### src/rtl/ddr_batch_pkg.sv
package ddr_batch_pkg;
  typedef enum logic [1:0] {
    ST_IDLE = 2'd0,
    ST_REQ  = 2'd1,
    ST_DATA = 2'd2
  } batch_st_e;
endpackage

### src/rtl/ddr_batch_fsm.sv
module ddr_batch_fsm
  import ddr_batch_pkg::*;
#(
  parameter int unsigned LEN_W  = 10,
  parameter int unsigned ADDR_W = 28
) (
  input  logic              clk_i,
  input  logic              rst_ni,
  input  logic              issue_i,
  input  logic              d_write_i,
  input  logic              d_first_i,
  input  logic [LEN_W-1:0]  d_len_i,
  input  logic [ADDR_W-1:0] d_addr_i,
  input  logic              mem_ack_i,
  input  logic              mem_wpull_i,
  input  logic              mem_rvalid_i,
  output logic              mem_req_o,
  output logic              mem_write_o,
  output logic              mem_first_o,
  output logic [LEN_W-1:0]  mem_len_o,
  output logic [ADDR_W-1:0] mem_addr_o,
  output logic [LEN_W-1:0]  wr_idx_o,
  output logic              rd_valid_o,
  output logic [ADDR_W-1:0] rd_addr_o,
  output logic              busy_o,
  output logic              done_o
);
  localparam int unsigned LX = LEN_W + 1;

  batch_st_e         st_q;
  logic              wr_q, first_q;
  logic [LEN_W-1:0]  len_q, cnt_q;
  logic [ADDR_W-1:0] addr_q;

  logic in_data, step_w, step_r, wr_last, rd_last;

  assign in_data = (st_q == ST_DATA);
  assign step_w  = in_data && wr_q && mem_wpull_i;
  assign step_r  = in_data && !wr_q && mem_rvalid_i;
  // word 0 goes with the request, so n-1 pulls finish a write
  assign wr_last = (len_q == LEN_W'(1)) ||
                   (mem_wpull_i && (({1'b0, cnt_q} + LX'(2)) == {1'b0, len_q}));
  assign rd_last = mem_rvalid_i && (({1'b0, cnt_q} + LX'(1)) == {1'b0, len_q});
  assign done_o  = in_data && (wr_q ? wr_last : rd_last);
  assign busy_o  = (st_q != ST_IDLE);

  always_ff @(posedge clk_i or negedge rst_ni) begin
    if (!rst_ni) begin
      st_q    <= ST_IDLE;
      wr_q    <= 1'b0;
      first_q <= 1'b0;
      len_q   <= '0;
      addr_q  <= '0;
      cnt_q   <= '0;
    end else if (issue_i) begin
      st_q    <= ST_REQ;
      wr_q    <= d_write_i;
      first_q <= d_first_i;
      len_q   <= d_len_i;
      addr_q  <= d_addr_i;
      cnt_q   <= '0;
    end else if (done_o) begin
      st_q <= ST_IDLE;
    end else if (st_q == ST_REQ && mem_ack_i) begin
      st_q <= ST_DATA;
    end else if (step_w || step_r) begin
      cnt_q <= cnt_q + LEN_W'(1);
    end
  end

  assign mem_req_o   = (st_q == ST_REQ);
  assign mem_write_o = wr_q;
  assign mem_first_o = first_q;
  assign mem_len_o   = len_q;
  assign mem_addr_o  = addr_q;
  assign wr_idx_o    = cnt_q + LEN_W'(step_w);
  assign rd_valid_o  = step_r;
  assign rd_addr_o   = addr_q + ADDR_W'(cnt_q);

  p_req_hold_r1: assert property (@(posedge clk_i) disable iff (!rst_ni)
    mem_req_o && !mem_ack_i |=> mem_req_o);
  p_req_drop_r1: assert property (@(posedge clk_i) disable iff (!rst_ni)
    mem_req_o && mem_ack_i |=> !mem_req_o);
  p_fields_stable_r2: assert property (@(posedge clk_i) disable iff (!rst_ni)
    mem_req_o && !mem_ack_i |=> $stable(mem_len_o) && $stable(mem_addr_o) &&
                                $stable(mem_write_o) && $stable(mem_first_o));
  p_len_nonzero_r8: assert property (@(posedge clk_i) disable iff (!rst_ni)
    mem_req_o |-> mem_len_o != '0);
  p_rd_consec_r3: assert property (@(posedge clk_i) disable iff (!rst_ni)
    rd_valid_o |=> !rd_valid_o || rd_addr_o == $past(rd_addr_o) + ADDR_W'(1));
  p_rd_gate_r5: assert property (@(posedge clk_i) disable iff (!rst_ni)
    rd_valid_o |-> mem_rvalid_i && !mem_req_o);
endmodule

### src/rtl/ddr_ctu_timer.sv
module ddr_ctu_timer #(
  parameter int unsigned DEADLINE  = 8400,
  parameter int unsigned MAX_BATCH = 4
) (
  input  logic clk_i,
  input  logic rst_ni,
  input  logic acc_i,
  input  logic first_i,
  input  logic busy_i,
  input  logic done_i,
  output logic slot_ok_o,
  output logic err_o
);
  localparam int unsigned TMR_W  = $clog2(DEADLINE);
  localparam int unsigned SLOT_W = $clog2(MAX_BATCH + 1);

  logic [TMR_W-1:0]  tmr_q;
  logic [SLOT_W-1:0] slot_q;
  logic              open_q, err_q;
  logic              room;

  assign room      = (slot_q < SLOT_W'(MAX_BATCH));
  assign slot_ok_o = first_i || room;

  always_ff @(posedge clk_i or negedge rst_ni) begin
    if (!rst_ni) begin
      slot_q <= '0;
    end else if (acc_i) begin
      if (first_i)   slot_q <= SLOT_W'(1);
      else if (room) slot_q <= slot_q + SLOT_W'(1);
    end
  end

  always_ff @(posedge clk_i or negedge rst_ni) begin
    if (!rst_ni) begin
      tmr_q  <= '0;
      open_q <= 1'b0;
      err_q  <= 1'b0;
    end else if (acc_i && first_i) begin
      tmr_q  <= '0;
      open_q <= 1'b1;
    end else if (open_q) begin
      if (tmr_q == TMR_W'(DEADLINE - 1)) begin
        open_q <= 1'b0;
        if (busy_i && !done_i) err_q <= 1'b1;
      end else begin
        tmr_q <= tmr_q + TMR_W'(1);
      end
    end
  end

  assign err_o = err_q;

  p_slots_r7: assert property (@(posedge clk_i) disable iff (!rst_ni)
    slot_q <= SLOT_W'(MAX_BATCH));
  p_err_sticky_r9: assert property (@(posedge clk_i) disable iff (!rst_ni)
    err_o |=> err_o);
  p_err_cause_r9: assert property (@(posedge clk_i) disable iff (!rst_ni)
    !busy_i |=> err_o == $past(err_o));
endmodule

### src/rtl/ddr_batch_engine.sv
module ddr_batch_engine #(
  parameter int unsigned LEN_W     = 10,
  parameter int unsigned ADDR_W    = 28,
  parameter int unsigned DATA_W    = 128,
  parameter int unsigned MAX_BATCH = 4,
  parameter int unsigned DEADLINE  = 8400
) (
  input  logic              clk_i,
  input  logic              rst_ni,
  input  logic              desc_valid_i,
  output logic              desc_ready_o,
  input  logic              desc_write_i,
  input  logic              desc_first_i,
  input  logic [LEN_W-1:0]  desc_len_i,
  input  logic [ADDR_W-1:0] desc_addr_i,
  output logic              mem_req_o,
  input  logic              mem_ack_i,
  output logic              mem_write_o,
  output logic              mem_first_o,
  output logic [LEN_W-1:0]  mem_len_o,
  output logic [ADDR_W-1:0] mem_addr_o,
  input  logic              mem_wpull_i,
  output logic [DATA_W-1:0] mem_wdata_o,
  input  logic              mem_rvalid_i,
  input  logic [DATA_W-1:0] mem_rdata_i,
  output logic [LEN_W-1:0]  wr_idx_o,
  input  logic [DATA_W-1:0] wr_data_i,
  output logic              rd_valid_o,
  output logic [DATA_W-1:0] rd_data_o,
  output logic [ADDR_W-1:0] rd_addr_o,
  output logic              ctu_err_o
);
  logic busy, done, slot_ok, acc, issue;

  assign desc_ready_o = !busy || done;
  assign acc          = desc_valid_i && desc_ready_o;
  assign issue        = acc && (desc_len_i != '0) && slot_ok;

  ddr_batch_fsm #(.LEN_W(LEN_W), .ADDR_W(ADDR_W)) u_fsm (
    .clk_i        (clk_i),
    .rst_ni       (rst_ni),
    .issue_i      (issue),
    .d_write_i    (desc_write_i),
    .d_first_i    (desc_first_i),
    .d_len_i      (desc_len_i),
    .d_addr_i     (desc_addr_i),
    .mem_ack_i    (mem_ack_i),
    .mem_wpull_i  (mem_wpull_i),
    .mem_rvalid_i (mem_rvalid_i),
    .mem_req_o    (mem_req_o),
    .mem_write_o  (mem_write_o),
    .mem_first_o  (mem_first_o),
    .mem_len_o    (mem_len_o),
    .mem_addr_o   (mem_addr_o),
    .wr_idx_o     (wr_idx_o),
    .rd_valid_o   (rd_valid_o),
    .rd_addr_o    (rd_addr_o),
    .busy_o       (busy),
    .done_o       (done)
  );

  ddr_ctu_timer #(.DEADLINE(DEADLINE), .MAX_BATCH(MAX_BATCH)) u_tmr (
    .clk_i     (clk_i),
    .rst_ni    (rst_ni),
    .acc_i     (acc),
    .first_i   (desc_first_i),
    .busy_i    (busy),
    .done_i    (done),
    .slot_ok_o (slot_ok),
    .err_o     (ctu_err_o)
  );

  // fall-through: the core answers wr_idx_o combinationally
  assign mem_wdata_o = wr_data_i;
  assign rd_data_o   = mem_rdata_i;

  p_first_word_r4: assert property (@(posedge clk_i) disable iff (!rst_ni)
    mem_req_o && mem_write_o |-> wr_idx_o == '0);
  p_chain_next_r6: assert property (@(posedge clk_i) disable iff (!rst_ni)
    done && desc_valid_i && desc_len_i != '0 && slot_ok |=> mem_req_o);
endmodule

### config.mk
export PLATFORM = sky130hd
export DESIGN_NAME = ddr_batch_engine
export DESIGN_NICKNAME = d
export VERILOG_FILES = /design/src/rtl/ddr_batch_pkg.sv /design/src/rtl/ddr_batch_fsm.sv /design/src/rtl/ddr_ctu_timer.sv /design/src/rtl/ddr_batch_engine.sv
export SDC_FILE = /design/constraint.sdc
export NUM_CORES = 1
export LEC_CHECK = 0
export ABC_AREA = 1
export CORE_AREA = 2 2 252 254
export DETAILED_ROUTE_END_ITERATION = 8
export DIE_AREA = 0 0 254 256
export DONT_BUFFER_PORTS = 1
export PLACE_DENSITY_LB_ADDON = 0.1
export SLEW_MARGIN = 40
export SYNTH_ARGS = -nofsm -noshare
export SYNTH_HDL_FRONTEND = slang
export SYNTH_HIERARCHICAL = 1
export SYNTH_SLANG_ARGS = --single-unit
### constraint.sdc
create_clock -name clk_i -period 8.6 [get_ports clk_i]
set_input_delay 1.29 -clock clk_i [delete_from_list [all_inputs] [get_ports clk_i]]
set_output_delay 1.29 -clock clk_i [all_outputs]
set_load 0.05 [all_outputs]
==> results of run 1 <==
## through the flow
| step | total power, mW | util [%] |
|---|---|---|
| 2_1_floorplan | 2.228 | - |
| 3_3_place_gp | 2.312 | 9.835 |
| 3_5_place_dp | 2.340 | 10.12 |
| 4_1_cts | 2.823 | 10.64 |
| 5_1_grt | 2.945 | 10.64 |
| 6_report | 2.730 | 10.64 |
## power by group
part	internal [mW]	total, mW	switching, mW
sequential	0.456	1.02	0.564
clock	0.270	0.451	0.181
combinational	0.309	1.26	0.950
## cell type report
cell class,count,area [um2]
inverters,82,307.8
clock inverters,3,65.06
multi-input cells,547,3078
flip-flops and latches,71,1777
clock buffers,13,260.3
well taps,846,1059
repair buffers,12,90.09
fillers,7357,55750
## per-layer routing
layer | global-route usage (%) | vias to the layer above | part of all wire [%]
li1 | - | 2260 | -
met1 | 9.483 | 2255 | 40
met2 | 12.77 | 231 | 45
met3 | 4.119 | 118 | 10
met4 | 5.523 | 0 | 5.3
met5 | 0.2256 | - | 0
## worst max-delay path by stage
stage / start / endpoint / cells past startpoint / slack [ps]
floorplan: mem_wpull_i / wr_idx_o[8] / 8 / 4220
global placement: u_fsm/mem_addr_o[0]$_DFFE_PN0P_ / rd_addr_o[26] / 10 / 3530
detailed placement: u_fsm/mem_addr_o[0]$_DFFE_PN0P_ / rd_addr_o[26] / 10 / 3570
CTS: u_fsm/mem_addr_o[0]$_DFFE_PN0P_ / rd_addr_o[26] / 10 / 3130
global route: u_fsm/mem_addr_o[0]$_DFFE_PN0P_ / rd_addr_o[26] / 10 / 2960
finish: u_fsm/mem_addr_o[0]$_DFFE_PN0P_ / rd_addr_o[26] / 10 / 3230
## worst reg2reg max path, cell delays in order (launching register included)
cell,delay (ps)
dfrtp_1,670
ha_1,360
nand3_4,140
nor2_4,220
nand2_1,130
xor2_1,190
nand2_1,90
nor2_2,140
nand2_2,90
nand2_1,200
inv_2,80
a21boi_4,180
nand2_2,80
nor2_4,460
buf_4,610
inv_1,160
buf_4,310
nand2_2,320
nand2_1,90
nand2_1,70
## flip-flops by register name, indices dropped and copies added, names as in the netlist, 2 cells and up
signal	cells
u_fsm/st_q	2
u_fsm/mem_len_o	10
u_tmr/slot_q	3
u_fsm/mem_addr_o	28
u_tmr/tmr_q	14
u_fsm/cnt_q	10
## logic make-up after synthesis
group	after synthesis	synth area share (%)
simple gates	413	26.27
fa+ha+maj	19	3.486
buf+inv	358	33.58
compound gates	70	5.692
xor+xnor	45	5.710
flops	71	25.26
## Yosys cell counts (all sizes together)
| master | number |
|---|---|
| a211oi | 1 |
| nand3b | 1 |
| nor2 | 83 |
| inv | 80 |
| a21boi | 3 |
| nand2 | 253 |
| o31ai | 1 |
| o21bai | 3 |
| fa | 1 |
| nor3 | 7 |
| clkbuf | 11 |
| xor2 | 40 |
| a21oi | 9 |
| o21a | 1 |
| nand4 | 12 |
| nand3 | 51 |
| o221ai | 1 |
| buf | 265 |
| nor4 | 4 |
| and2 | 1 |
| clkinv | 2 |
| a21o | 2 |
| and3 | 1 |
| xnor2 | 5 |
| dfrtp | 71 |
| ha | 18 |
| o21ai | 49 |
==> impl_results.md, run 1 <==
* GPL Wtd Cong at 0.6758
* R2R cell count at 19
* Initial antenna violation count at 1
* Count of state elements after synthesis at 71
* Yosys top cell by area: buf_4
* Post-DR vias/cell at between 3 and 4
* Deepest clock path buffer count at 2
* Least-Margin Pin Slew at 731.0 ps
* R2r setup slk at about 3900 ps
* Largest net degree at the start of global routing at 72
* Avg WL per Cell at approximately 17 um
* Placed inst area at 0.006311 mm2
* H-tree Lvls at 3
* Vias in the first global route at 5,066
* Layout Nets at approximately 1,000
* Die ar. at roughly 0.065 mm2
* Vias post-DR at 4,864
* CTS resizes at 0
* Post-DP HPWL at about 22,000 um
* Final Cell Area at between 0.006 and 0.007 mm2
* VDD IR max at approximately 0.00011 V
* Antenna Nets Post-Route at 0
* CTS Hold Buffers Added at 0
* Max Transition Viols Final at 0
* Initial core utilization at between 10% and 20%
* Worst r2r dst: u_fsm/cnt_q[5]$_DFFE_PN0P_
* TritonRoute pass-1 iters at 5
* Top cell by count, worst path: nor2_1
* ANT cells at 0
* CTS Root Cell: clkbuf_16
* Final instance count without filler cells at about 1,600
* Share of Yosys cell area claimed by the top area cell type at about 28%
* WHS Path Cells at 2
* Cells after Synth at just under 1,000
* Final setup fails at 0
* DP Cell Count at 1,558
* First-pass GRT wire length at 38,800 um
* Most common cell after layout, fill and taps aside: nand2_1
* Mapped Nets at roughly 1,300
* Routed WL at roughly 27,000 um
* CTS Buf Count at 9
* Setup ws final at 3234 ps
* Global route overflow at 0
* Core area at between 0.06 and 0.07 mm2
* Yosys warns at 6
* Req. time, crit path at between 7000 and 8000 ps
* Final Hold Fails at 0
* Final hold slack at roughly 500 ps
* # rows at just over 90
* Ports at 640
* Lkg Pwr at 2.834 nW
* CP bufs+invs at 1
* Worst EP arrival at 4080 ps
* Rel. slew slack at 51.27%
* Clock Skews at roughly 9 ps
* Min-Delay Startpoint: u_tmr/slot_q[1]$_DFFE_PN0P_
* Register area share after synthesis at roughly a quarter
* Avg Cell Area, Syn at ~7.2 um2
* Setup Buffers After CTS at 0
* Crit Path Category: reg -> out
* Status: finished clean
* Crit path max-delay family: compound AO/OA/AOI/OAI gates
* Drt drc at 0
* Area grow syn2layout at -5.656%
* Pre-CTS WS at 3573 ps
* CP max stage cell: dfrtp_1
* Power Density at roughly 410 mW/mm2
* Crit-path max cell delay at about 730 ps
* RSZ-0062 raised after global routing: false
* Crit path capture type: output port
* Die W at about 250 um
* PortBufs at 0
* Clk sinks at between 70 and 80
* Startpoint Class: flop
* Post-synthesis cell area at roughly 0.0070 mm2
* Die H at approximately 260 um
* DRT iter0 DRCs at between 200 and 250
* Worst R2R Start: u_fsm/cnt_q[1]$_DFFE_PN0P_
* CTS tree: built
* Layout cells sized above 1 at a little over an eighth
* Clk_lat worst skew at roughly 380 ps
* Min-Delay Path Class: reg -> reg
* Worst Hold Path EP: u_tmr/slot_q[1]$_DFFE_PN0P_
* GRT Util Overall at under 10%
* Crit path cell chain: ha_1 -> inv_1 -> fa_1 -> nor2_1 -> nor2_1 -> o221ai_1 -> a21boi_1 -> nor2_1 -> nand2_1 -> xor2_2
* Commonest cells after routing, fill and taps aside: nand2_1 (240), inv_1 (73), nor2_1 (72)
* Final period util at 62.39%
* Tmin final at 5366 ps
* Clock Pin Slew Worst Setup and Hold Paths at 60 ps
* Max Clk Rate at approximately 0.19 GHz
* Setup_tns at 0 ps
* # Max-Cap Violations at 0
* Unique cell type count in the Yosys netlist at 44
* Ranking of synthesized cells by area: buf_4 (28%), dfrtp_1 (25%), nand2_1 (13%)
* CP Max Fanout at 3
No activity file was read; power rests on OpenSTA's default activity.
==> inputs of run 2 (changes only) <==
==> constraint.sdc (replaced) <==
create_clock -name clk_i -period 4.3 [get_ports clk_i]
set_input_delay 0.645 -clock clk_i [delete_from_list [all_inputs] [get_ports clk_i]]
set_output_delay 0.645 -clock clk_i [all_outputs]
set_load 0.05 [all_outputs]
==> impl_results.md, run 2 (synthesized netlist as in run 1, its figures left out) <==
* Status: finished clean (unchanged)
* # rows at 92 (unchanged)
* CTS Hold Buffers Added at 1 (was 0)
* Final hold slack at 165.4 ps (was 500.4 ps)
* Vias post-DR at 4,954 (was 4,864)
* Area grow syn2layout at -3.380% (was -5.656%)
* Least-Margin Pin Slew at 735.4 ps (was 731.0 ps)
* Drt drc at 0 (unchanged)
* Post-DP HPWL at 21,810 um (was 21,530 um)
* Req. time, crit path at 3650 ps (was 7310 ps)
* TritonRoute pass-1 iters at 5 (unchanged)
* Total power at 5.623 mW (was 2.730 mW)
* DRT iter0 DRCs at 195 (was 246)
* Power Density at 827.3 mW/mm2 (was 411.4 mW/mm2)
* Core area at 0.06239 mm2 (unchanged)
* Clk_lat worst skew at 370 ps (was 380 ps)
* Initial antenna violation count at 2 (was 1)
* Die H at 256 um (unchanged)
* Footprint of the multi-input gates at 0.002905 mm2 (was 0.003078 mm2)
* Initial core utilization at 11.27% (unchanged)
* Final Cell Area at 0.006797 mm2 (was 0.006636 mm2)
* Crit Path Category: reg -> out (unchanged)
* CTS Root Cell: clkbuf_16 (unchanged)
* ANT cells at 0 (unchanged)
* Util after Layout at 10.89% (was 10.64%)
* First-pass GRT wire length at 39,090 um (was 38,800 um)
* Clock Pin Slew Worst Setup and Hold Paths at 70 ps (was 60 ps)
* CTS Buf Count at 9 (unchanged)
* DP Cell Count at 1,601 (was 1,558)
* Worst setup startpoint: u_fsm/cnt_q[1]$_DFFE_PN0P_ (was u_fsm/mem_addr_o[0]$_DFFE_PN0P_)
* Post-DR vias/cell at 3.062 (was 3.090)
* H-tree Lvls at 3 (unchanged)
* Ports at 640 (unchanged)
* Clk sinks at 71 (unchanged)
* Setup_tns at 0 ps (unchanged)
* Setup ws final at 456.9 ps (was 3234 ps)
* Max Clk Rate at between 0.2 and 0.3 GHz
* Placed inst area at 0.006474 mm2 (was 0.006311 mm2)
* Final Hold Fails at 0 (unchanged)
* Die ar. at 0.06502 mm2 (unchanged)
* GPL Wtd Cong at 0.6838 (was 0.6758)
* Number of flip-flops in the largest register at 28 (unchanged)
* Antenna Nets Post-Route at 0 (unchanged)
* Routed WL at 27,480 um (was 27,430 um)
* Pre-CTS WS at 740.1 ps (was 3573 ps)
* Worst R2R Start: u_fsm/mem_len_o[7]$_DFFE_PN0P_ (was u_fsm/cnt_q[1]$_DFFE_PN0P_)
* RSZ-0062 raised after global routing: false (unchanged)
* Min-Delay Path Class: in -> async (was reg -> reg)
* Global route overflow at 0 (unchanged)
* CP Max Fanout at 10 (was 3)
* Setup Buffers After CTS at 0 (unchanged)
* # Max-Cap Violations at 0 (unchanged)
* Crit path capture type: output port (unchanged)
* Final setup fails at 0 (unchanged)
* Worst EP arrival at 3200 ps (was 4080 ps)
* VDD IR max at 0.0002387 V (was 0.0001114 V)
* Deepest clock path buffer count at 2 (unchanged)
* Largest net degree at the start of global routing at 74 (was 72)
* Commonest cells after routing, fill and taps aside: nand2_1 (240), inv_1 (73), nor2_1 (72) (unchanged)
* Layout Nets at 1,088 (was 1,044)
* Die W at 254 um (unchanged)
* GRT Util Overall at 8.514% (was 8.497%)
* Vias in the first global route at 5,251 (was 5,066)
* Lkg Pwr at 3.015 nW (was 2.834 nW)
* Tmin final at between 3000 and 4000 ps
* Startpoint Class: flop (unchanged)
* Most common cell after layout, fill and taps aside: nand2_1 (unchanged)
* Register area at 0.001777 mm2 (unchanged)
* Final period util at 89.37%
* Avg WL per Cell at 16.99 um (was 17.43 um)
* Clock Skews at 17.19 ps (was 9.059 ps)
* CTS tree: built (unchanged)
* PortBufs at 0 (unchanged)
* CTS resizes at 0 (unchanged)
* Max Transition Viols Final at 0 (unchanged)
* Layout cells sized above 1 at 15.54% (was 13.32%)
* Rel. slew slack at 50.98% (was 51.27%)
* Final instance count without filler cells at 1,618 (was 1,574)
* Final-layout fill cell count at 7,345 (was 7,357)
[run 2: cell types whose count changed in the layout (fill, tap and decap cells not counted), sizes merged]
cell | before | now
buf | 12 | 56
bufinv | 2 | 0
clkbuf | 13 | 12
clkinv | 3 | 4
clkinvlp | 0 | 2
[run 2: final cells by class]
class,instances,area share (%)
multi-input combinational,547,42.75
timing repair buffer,56,6.664
inverter,82,4.529
clock inverter,4,0.4234
tap,846,15.57
sequential,71,26.14
clock buffer,12,3.921
[run 2: metal layers]
layer | wire length [um] | global-route usage (%)
met1 | 10810 | 9.278
met2 | 12240 | 12.96
met3 | 2983 | 4.526
met4 | 1418 | 5.147
met5 | 34 | 0.2256
[run 2: worst max-delay path: stages, from the launching register on]
cell      delay [ps]
dfrtp_1          620
inv_1            120
fa_1             440
nor2_1           120
nor2_1            90
o221ai_1         320
a21boi_1         120
buf_4            170
nor2_1           220
nand2_1          150
xor2_1           220
buf_4            240
[run 2: path summary, 6_finish.rpt]
| kind | slack (ps) | to | cells after the start |
|---|---|---|---|
| max in group asynchronous | 3720 | u_fsm/cnt_q[1]$_DFFE_PN0P_ | 1 |
| worst min register to register | 500 | u_tmr/slot_q[1]$_DFFE_PN0P_ | 2 |
| worst min-delay path | 170 | u_tmr/open_q$_DFF_PN0_ | 1 |
| worst max-delay path | 460 | rd_addr_o[22] | 11 |
| min in group clk_i | 390 | u_fsm/mem_addr_o[15]$_DFFE_PN0P_ | 2 |
| worst max register to register | 1140 | u_fsm/cnt_q[5]$_DFFE_PN0P_ | 18 |
[run 2: where the power goes]
| group | total, mW | switching, mW | leakage (nW) | internal [mW] |
|---|---|---|---|---|
| combinational | 3.09 | 2.26 | 1.98 | 0.835 |
| sequential | 1.72 | 0.803 | 0.899 | 0.919 |
| clock | 0.810 | 0.371 | 0.141 | 0.439 |
| total | 5.62 | 3.43 | 3.01 | 2.19 |
